`src/rtl/pcf_pkg.sv`:
```
package pcf_pkg;

  typedef enum logic [1:0] {ST_IDLE, ST_TAPS, ST_REC} seq_state_e;

  // shift amount field limits KMAX to 31
  typedef struct packed {
    logic       en;
    logic       neg;
    logic [4:0] sh;
  } route_t;

  function automatic route_t route_decode(input logic [15:0] code,
                                          input int unsigned qw,
                                          input int unsigned kmax);
    route_t      r;
    logic [31:0] mag;
    mag   = {16'd0, code} & ((32'd1 << (qw - 1)) - 32'd1);
    r.neg = code[4'(qw - 1)];
    r.en  = (mag != 32'd0) && (mag <= kmax + 1);
    r.sh  = 5'(mag - 32'd1);
    return r;
  endfunction

endpackage

```
`src/rtl/pcf_sample_store.sv`:
```
module pcf_sample_store #(
  parameter int NTAPS = 8,
  parameter int XW    = 8,
  localparam int IW   = (NTAPS > 1) ? $clog2(NTAPS) : 1
) (
  input  logic          clk_i,
  input  logic          rst_ni,
  input  logic          we_i,
  input  logic [XW-1:0] din_i,
  input  logic [IW-1:0] tap_i,
  output logic [XW-1:0] dout_o
);

  logic [XW-1:0] mem_q [NTAPS];
  logic [IW-1:0] wr_q;
  logic [IW-1:0] nxt_ptr;
  logic [IW-1:0] rd_idx;

  assign nxt_ptr = (wr_q == IW'(NTAPS - 1)) ? '0 : wr_q + 1'b1;

  always_ff @(posedge clk_i or negedge rst_ni) begin
    if (!rst_ni) begin
      wr_q <= IW'(NTAPS - 1);
      for (int i = 0; i < NTAPS; i++) mem_q[i] <= '0;
    end else if (we_i) begin
      mem_q[nxt_ptr] <= din_i;
      wr_q           <= nxt_ptr;
    end
  end

  // tap j reads the sample j positions older than the newest
  always_comb begin
    if (tap_i <= wr_q) rd_idx = wr_q - tap_i;
    else               rd_idx = IW'(NTAPS) + wr_q - tap_i;
  end

  assign dout_o = mem_q[rd_idx];

endmodule

```
`src/rtl/pcf_coef_bank.sv`:
```
module pcf_coef_bank #(
  parameter int NTAPS = 8,
  parameter int QW    = 5,
  parameter int CAW   = 4,
  localparam int NCOEF = NTAPS + 2,
  localparam int TW    = (NTAPS > 1) ? $clog2(NTAPS) : 1
) (
  input  logic                       clk_i,
  input  logic                       rst_ni,
  input  logic                       we_i,
  input  logic [CAW-1:0]             addr_i,
  input  logic [QW-1:0]              data_i,
  input  logic [TW-1:0]              tap_i,
  output logic [QW-1:0]              tap_code_o,
  output logic [QW-1:0]              rc0_o,
  output logic [QW-1:0]              rc1_o,
  output logic [NCOEF-1:0][QW-1:0]   coef_o
);

  logic [NCOEF-1:0][QW-1:0] coef_q;

  for (genvar g = 0; g < NCOEF; g++) begin : g_coef
    always_ff @(posedge clk_i or negedge rst_ni) begin
      if (!rst_ni)                               coef_q[g] <= '0;
      else if (we_i && (addr_i == CAW'(g)))      coef_q[g] <= data_i;
    end
  end

  assign tap_code_o = coef_q[CAW'(tap_i)];
  assign rc0_o      = coef_q[NTAPS];
  assign rc1_o      = coef_q[NTAPS+1];
  assign coef_o     = coef_q;

endmodule

```
`src/rtl/pcf_route_shift.sv`:
```
module pcf_route_shift #(
  parameter int IW   = 8,
  parameter int OW   = 19,
  parameter int QW   = 5,
  parameter int KMAX = 7
) (
  input  logic signed [IW-1:0] din_i,
  input  logic        [QW-1:0] code_i,
  output logic signed [OW-1:0] term_o
);
  import pcf_pkg::*;

  route_t             rt;
  logic signed [OW-1:0] ext;
  logic signed [OW-1:0] shf;

  always_comb begin
    rt  = route_decode(16'(code_i), QW, KMAX);
    ext = OW'(din_i);
    shf = ext <<< rt.sh;
    if (!rt.en)      term_o = '0;
    else if (rt.neg) term_o = -shf;
    else             term_o = shf;
  end

endmodule

```
`src/rtl/pcf_recursive.sv`:
```
module pcf_recursive #(
  parameter int AW   = 19,
  parameter int YW   = 24,
  parameter int QW   = 5,
  parameter int KMAX = 7
) (
  input  logic                 clk_i,
  input  logic                 rst_ni,
  input  logic                 step_i,
  input  logic signed [AW-1:0] u_i,
  input  logic        [QW-1:0] c0_i,
  input  logic        [QW-1:0] c1_i,
  output logic signed [YW-1:0] y_o
);

  logic signed [YW-1:0] y1_q, y2_q;
  logic signed [YW-1:0] t0, t1, sum;

  pcf_route_shift #(.IW(YW), .OW(YW), .QW(QW), .KMAX(KMAX)) u_fb0 (
    .din_i(y1_q), .code_i(c0_i), .term_o(t0)
  );
  pcf_route_shift #(.IW(YW), .OW(YW), .QW(QW), .KMAX(KMAX)) u_fb1 (
    .din_i(y2_q), .code_i(c1_i), .term_o(t1)
  );

  // modulo 2^YW wrap is intended
  assign sum = YW'(u_i) + t0 + t1;

  always_ff @(posedge clk_i or negedge rst_ni) begin
    if (!rst_ni) begin
      y1_q <= '0;
      y2_q <= '0;
    end else if (step_i) begin
      y1_q <= sum;
      y2_q <= y1_q;
    end
  end

  assign y_o = y1_q;

endmodule

```
`src/rtl/pow2_cascade_filter.sv`:
```
module pow2_cascade_filter #(
  parameter int NTAPS = 8,
  parameter int XW    = 8,
  parameter int KMAX  = 7,
  parameter int YW    = 24,
  localparam int QW   = $clog2(2 * (KMAX + 1) + 1),
  localparam int CAW  = $clog2(NTAPS + 2)
) (
  input  logic           clk_i,
  input  logic           rst_ni,
  input  logic           sample_i,
  input  logic [XW-1:0]  x_i,
  input  logic           cfg_we_i,
  input  logic [CAW-1:0] cfg_addr_i,
  input  logic [QW-1:0]  cfg_data_i,
  output logic [YW-1:0]  y_o,
  output logic           valid_o
);
  import pcf_pkg::*;

  localparam int TW    = (NTAPS > 1) ? $clog2(NTAPS) : 1;
  localparam int AW    = XW + KMAX + $clog2(NTAPS) + 1;
  localparam int NCOEF = NTAPS + 2;

  seq_state_e           state_q;
  logic [TW-1:0]        tap_q;
  logic signed [AW-1:0] acc_q;
  logic                 valid_q;
  logic                 busy;
  logic                 accept;
  logic                 cfg_we;

  logic [XW-1:0]            smp;
  logic [QW-1:0]            tap_code, rc0, rc1;
  logic [NCOEF-1:0][QW-1:0] coef_w;
  logic signed [AW-1:0]     term;
  logic signed [YW-1:0]     y_w;

  assign busy   = (state_q != ST_IDLE);
  assign accept = sample_i && !busy;
  assign cfg_we = cfg_we_i && !busy;

  pcf_sample_store #(.NTAPS(NTAPS), .XW(XW)) u_store (
    .clk_i (clk_i),
    .rst_ni(rst_ni),
    .we_i  (accept),
    .din_i (x_i),
    .tap_i (tap_q),
    .dout_o(smp)
  );

  pcf_coef_bank #(.NTAPS(NTAPS), .QW(QW), .CAW(CAW)) u_coef (
    .clk_i     (clk_i),
    .rst_ni    (rst_ni),
    .we_i      (cfg_we),
    .addr_i    (cfg_addr_i),
    .data_i    (cfg_data_i),
    .tap_i     (tap_q),
    .tap_code_o(tap_code),
    .rc0_o     (rc0),
    .rc1_o     (rc1),
    .coef_o    (coef_w)
  );

  pcf_route_shift #(.IW(XW), .OW(AW), .QW(QW), .KMAX(KMAX)) u_tap (
    .din_i (smp),
    .code_i(tap_code),
    .term_o(term)
  );

  always_ff @(posedge clk_i or negedge rst_ni) begin
    if (!rst_ni) begin
      state_q <= ST_IDLE;
      tap_q   <= '0;
      acc_q   <= '0;
      valid_q <= 1'b0;
    end else begin
      valid_q <= (state_q == ST_REC);
      unique case (state_q)
        ST_IDLE: if (accept) begin
          state_q <= ST_TAPS;
          tap_q   <= '0;
          acc_q   <= '0;
        end
        ST_TAPS: begin
          acc_q <= acc_q + term;
          if (tap_q == TW'(NTAPS - 1)) state_q <= ST_REC;
          else                         tap_q   <= tap_q + 1'b1;
        end
        ST_REC:  state_q <= ST_IDLE;
        default: state_q <= ST_IDLE;
      endcase
    end
  end

  pcf_recursive #(.AW(AW), .YW(YW), .QW(QW), .KMAX(KMAX)) u_rec (
    .clk_i (clk_i),
    .rst_ni(rst_ni),
    .step_i(state_q == ST_REC),
    .u_i   (acc_q),
    .c0_i  (rc0),
    .c1_i  (rc1),
    .y_o   (y_w)
  );

  assign y_o     = y_w;
  assign valid_o = valid_q;

endmodule

```
`config.mk`:
```
export PLATFORM = sky130hd
export DESIGN_NAME = pow2_cascade_filter
export DESIGN_NICKNAME = d
export VERILOG_FILES = /design/src/rtl/pcf_pkg.sv /design/src/rtl/pcf_sample_store.sv /design/src/rtl/pcf_coef_bank.sv /design/src/rtl/pcf_route_shift.sv /design/src/rtl/pcf_recursive.sv /design/src/rtl/pow2_cascade_filter.sv
export SDC_FILE = /design/constraint.sdc
export NUM_CORES = 1
export LEC_CHECK = 0
export ABC_AREA = 0
export BUFFER_PORTS_ARGS = -buffer_cell sky130_fd_sc_hd__buf_2
export CORE_MARGIN = 2
export CORE_UTILIZATION = 30
export DETAILED_ROUTE_END_ITERATION = 10
export HOLD_SLACK_MARGIN = 0.15
export PLACE_DENSITY = 0.46
export SLEW_MARGIN = 40
export SYNTH_ARGS = -nofsm -noshare
export SYNTH_HDL_FRONTEND = slang
export SYNTH_HIERARCHICAL = 1
export SYNTH_SLANG_ARGS = --single-unit
```
`constraint.sdc`:
```
create_clock -name clk_i -period 7.52 [get_ports clk_i]
set_input_delay 1.128 -clock clk_i [delete_from_list [all_inputs] [get_ports clk_i]]
set_output_delay 1.128 -clock clk_i [all_outputs]
set_load 0.01 [all_outputs]
```
Word-level counts from Yosys, hierarchy flattened:

Index checks and enable logic that the tools add are counted.

* $lt $le $gt $ge: 7
* add/subtract/negate cells: 12
* multiplexer cells: 23
* reduce and logical (&&, ||, !) cells: 27
* bitwise logic cells: 2
* shifts and indexed selects: 3
* equality and inequality tests: 16

Operator list (count)
* 24-bit 2-to-1 mux: 4
* 32-bit nonzero test: 3
* 64-bit bitwise mux: 1
* 19-bit 2-to-1 mux: 3
* 24-bit negation: 2
* 24-bit by 5-bit <<< shifter with 24-bit output: 2
* 19-bit case mux with 2 select lines: 1
* 19-bit by 24-bit adder with 24-bit output: 1
* 24-bit adder: 1
* 8-bit binary-select mux with 3-bit select: 1
* 8-bit demux with 3-bit select: 1
* 8-bit 2-to-1 mux: 3
* 19-bit adder: 1
* 19-bit negation: 1
* 8-bit by 5-bit <<< shifter with 19-bit output: 1
* 4-bit by 3-bit == test with 1-bit output (second input constant): 4
* 1-bit logical AND: 16
* 5-bit binary-select mux with 3-bit select: 1
* 4-bit by 1-bit subtractor with 5-bit output (second input constant): 3
* 4-bit <= comparator (second input constant): 3
* 3-bit 2-to-1 mux: 3
* 4-bit by 2-bit == test with 1-bit output (second input constant): 2
* 4-bit == test (second input constant): 2
* 4-bit greater-or-equal comparator (second input constant): 2
* 20 further kinds: 28

* bits of input ports: 21
* register bits after elaboration: 190
* output and inout port bits: 25
* word-level logic and storage cells: 115

Longest topological paths before layout:

* word-level depth: 11
* gate-level depth with buffers: 26
* mapped depth without buffers: 22

Modules after synthesis:

Netlist, hierarchy kept.

Modules (own cells, without submodules)
* pcf_route_shift at u_rec.u_fb0 ...: cells an instance 330, seq. area each 0.0 um^2, area an instance 2297.2 um^2, times used 2
* pcf_recursive: cells an instance 338, seq. area each 1201.2 um^2, area an instance 3607.2 um^2, times used 1
* pcf_sample_store: cells an instance 188, seq. area each 1680.4 um^2, area an instance 3225.6 um^2, times used 1
* pcf_coef_bank: cells an instance 150, seq. area each 1251.2 um^2, area an instance 2328.5 um^2, times used 1
* pow2_cascade_filter: cells an instance 214, seq. area each 625.6 um^2, area an instance 1958.1 um^2, times used 1
* pcf_route_shift at u_tap: cells an instance 212, seq. area each 0.0 um^2, area an instance 1413.9 um^2, times used 1

Worst setup path after synthesis:

OpenSTA, ideal clock, no wires.

* path type: register -> register
* start point: register u_store.wr_q[0]
* end point: register acc_q[18]
* path slack: 1473 ps
* setup time: 82 ps
* arrival: 5965 ps
* required time: 7438 ps
* path buffers: 2
* stages on the path, launching flop included: 22
* cells stage by stage: dfstp_2 > inv_1 > ha_1 > inv_1 > fa_1 > clkbuf_1 > clkbuf_1 > mux4_2 > mux2_2 > mux4_2 > mux2_4 > and2_4 > or4_4 > or3_4 > o41ai_1 > mux2i_1 > ha_1 > and3_1 > a311o_1 > nor3_1 > nand3b_1 > mux2i_1

* word-level cells in the longest chain between the ends: 11

Ends and longest elaborated chain
* from (decl): line pcf_sample_store.sv:15 `logic [IW-1:0] wr_q;`
* from (signal assigned): line pcf_sample_store.sv:23 `wr_q <= IW'(NTAPS - 1);`
* from (signal assigned): line pcf_sample_store.sv:27 `wr_q <= nxt_ptr;`
* 3-bit subtractor (*): line pcf_sample_store.sv:33, pcf_sample_store.sv:34
* 3-bit inverter with 4-bit output (not written as such) (*): line pcf_sample_store.sv:37 `assign dout_o = mem_q[rd_idx];`
* 8-bit binary-select mux with 3-bit select (*): line pcf_sample_store.sv:37
* 8-bit 2-to-1 mux (not written as such) (*) (2 in series): line pcf_sample_store.sv:37
* net smp[6]: line pow2_cascade_filter.sv:33 `logic [XW-1:0] smp;`
* 8-bit by 5-bit <<< shifter with 19-bit output (*): line pcf_route_shift.sv:20 `shf = ext <<< rt.sh;`
* 19-bit negation: line pcf_route_shift.sv:22 `else if (rt.neg) term_o = -shf;`
* 19-bit 2-to-1 mux (*): line pcf_route_shift.sv:22
* 19-bit 2-to-1 mux (*): line pcf_route_shift.sv:21 `if (!rt.en) term_o = '0;`
* net term[16]: line pow2_cascade_filter.sv:36 `logic signed [AW-1:0] term;`
* 19-bit adder (*): line pow2_cascade_filter.sv:86 `acc_q <= acc_q + term;`
* 19-bit case mux with 2 select lines (*): line pow2_cascade_filter.sv:79 `unique case (state_q)`
* to (signal assigned): line pow2_cascade_filter.sv:86
* to (decl): line pow2_cascade_filter.sv:27 `logic signed [AW-1:0] acc_q;`

Mark *: on every way through the listed nets, which the timed path passes. The rest lies on a longest branch. The select of a mux whose other input is x is not followed.
A chain may end at the register's enable or synchronous reset.

Worst setup path after layout:

Ends and elaborated chain as after synthesis.

==> results.ini <==
[sta]
setup_ws_ns = 0.865
setup_viol = 0
fmax_mhz = 150
finalMaxSlewViolations = 0
timing.hold.ws_ns = 0.506
worst_pin_slew_ns = 0.804
rsz0062_at_grt = no
clock_skew_ns = 0.0195
min_period_ns = 6.66
min_period_over_period_pct = 88.5
slew_headroom_pct = 46.0
hold_viol_final = 0
setup_tns_ns = 0

[grt]
overflow = 0
busiest_layer = met2
grt_pass1_vias = 13800
grt_pass1_wl_mm = 84.2
grt_usage_pct = 18.2
antenna_found_initial = 0
grtUsageMet1_pct = 24.2
use_met3_pct = 2.54
use_met2_pct = 30.4
grt_max_degree = 110

[route]
vias_per_cell = 5.53
drc = 0
ant_nets = 0
drt-total-wl_mm = 52.6
wl_per_cell_microns = 20.9
dr_total_vias = 13900
drt_iter0_drc = 868
dr.pass1.iters = 5

[synth]
ys_seq_area_share_pct = 27.8
synth_area_leaders = dfrtp_1, mux2_2, mux4_2
synth_most_common_cell = dfrtp_1
syn-num-nets = 1861
synth_flop_cell = dfrtp_1
synth-edff-count = 0
synth.avg_cell_area_sq_um = 9.72
netlist-cell-type-count = 114
synth_top_area_share_pct = 27.3
synth-seq-cells = 190
synth_common_cells = dfrtp_1, mux2_2, nand2_1
async_flop_share_pct = 100
yosysWarningCount = 6
syn_area_sq_mm = 0.0171
yosysTopAreaCell = dfrtp_1
synth_cells = 1762

[cts]
clock_latency_ns = 0.50
cts_tree = built
cts-resized-gates = 0
post-cts-setup-buffers = 0
path_clk_slew_ns = 0.09
postCtsHoldBufs = 0
cts_buffers = 17
htree_levels = 4
clockBufferDepth = 2
cts_root_buf = clkbuf_16
cts_sinks = 190

[status]
status = finished clean

[placement]
port_buffers = 45
place_congestion = 0.908
dp_slack_ns = 0.795
dp.cells = 2479
hpwl_mm = 40.4

[finish]
antennaDiodeCount = 0
drive_gt1_share_pct = 24.1
fin_nets = 1842
final_cell_count_no_fill = 2512
syn2layout_area_growth_pct = 8.63

[floorplanning]
die_area_sq_mm = 0.0590
initial_utilization_pct = 30.4
coreArea_sq_mm = 0.0564
io_pins = 46
rows = 87
fp.dieH_microns = 243
fp.dieW_microns = 243

[critical_path]
crit_required_ns = 7.94
cp-end-kind = flip-flop
worstPathArrival_ns = 7.08
path_class = flip-flop to flip-flop
startpoint_type = flip-flop
critPathMaxFanout = 11

[run]
drv_cap = 0

[min_path]
hp-class = input port to asynchronous set/reset pin

==> flip-flops by register name (all words and copies together), names as in the netlist <==
| register | count |
|---|---|
| u_coef/coef_o | 40 |
| state_q | 2 |
| u_store/wr_q | 3 |
| tap_q | 3 |
| u_store/mem_q | 64 |
| u_coef/rc0_o | 5 |
| u_rec/y2_q | 24 |
| u_rec/y_o | 24 |
| acc_q | 19 |
| u_coef/rc1_o | 5 |
| valid_o | 1 |
==> cells by family after synthesis <==
group                      synth area share [%]
and+or+nand+nor                            15.2
adders and majority gates                  6.84
xor gates and xnor gates                   3.72
AOI/OAI and AO/OA                          17.2
muxes                                      24.4
buffers and inverters                      4.83
DFF                                        27.8
==> layout make-up <==
cell class	count	area (sq um)
flip-flops and latches	190	4760
multi-input cells	1408	11600
repair buffers	80	529
fillers	5905	37800
well taps	756	946
clock inverters	15	170
inverters	46	173
clock buffers	17	425
==> worst paths after layout <==
path                                   start  slack, ns  depth (start not counted)                end
max                          u_store/wr_q[0]       0.86                         18          acc_q[18]
max in group asynchronous             rst_ni       6.11                          2  u_store/mem_q[32]
min                                   rst_ni       0.51                          1      u_rec/y2_q[9]
min in group clk_i         u_store/mem_q[33]       0.51                          1  u_store/mem_q[33]
min reg2reg                u_store/mem_q[33]       0.51                          1  u_store/mem_q[33]
max reg2reg                  u_store/wr_q[0]       0.86                         18          acc_q[18]
==> worst max-delay path: stages (launching register included) <==
cell and delay, ns:
dfstp_2 0.64, inv_1 0.08, ha_1 0.76, buf_4 0.32, mux4_2 0.52, mux2_2 0.33, mux4_2 0.49, nor2_1 0.21
o32ai_2 0.16, or4_4 0.55, or3_4 0.42, o41ai_1 0.34, mux2i_1 0.31, ha_1 0.35, and3_1 0.24, a311o_1 0.38
nor3_1 0.16, nand3b_1 0.14, mux2i_1 0.18
==> per-layer routing <==
| metal | wire, microns | up-vias |
|---|---|---|
| met4 | 1490 | 0 |
| met2 | 24900 | 330 |
| met5 | 0 | - |
| met1 | 24200 | 6928 |
| li1 | - | 6569 |
| met3 | 2010 | 62 |
==> layout by cell type (no fill, tap or decap), types with 9 or more instances in the layout <==
master     count
o21a_1        18
ha_1          52
fa_1          25
nor2_1       121
xor2_1        23
nand3_1       41
o41ai_1        9
o21ai_0       76
o211ai_1      15
mux2i_1       85
nand2b_1      17
nor3_1        44
clkbuf_16     17
mux2_4        14
a211oi_1      16
mux4_2        46
and2_1        12
o31ai_1       14
o31a_1         9
and3_1        12
buf_4         33
dfrtp_1      187
inv_1         44
mux2_2       177
xnor2_1       44
buf_2         44
nand2_1      162
nand4_1       10
a211o_1        9
a31oi_1       29
a21oi_1       76
a21o_1        18
==> through the flow <==
| step | area (sq um) | utilization, % |
|---|---|---|
| 5_1_grt | 18600 | 33.0 |
| 4_1_cts | 18600 | 32.9 |
| 3_5_place_dp | 18000 | 31.9 |
| 6_report | 18600 | 33.0 |
| 2_1_floorplan | 17100 | - |
| 3_3_place_gp | 17900 | 31.8 |
Power is left out: the tool's default activity adds up to more than one toggle a clock period on the data nets, which glitch-free logic cannot reach.
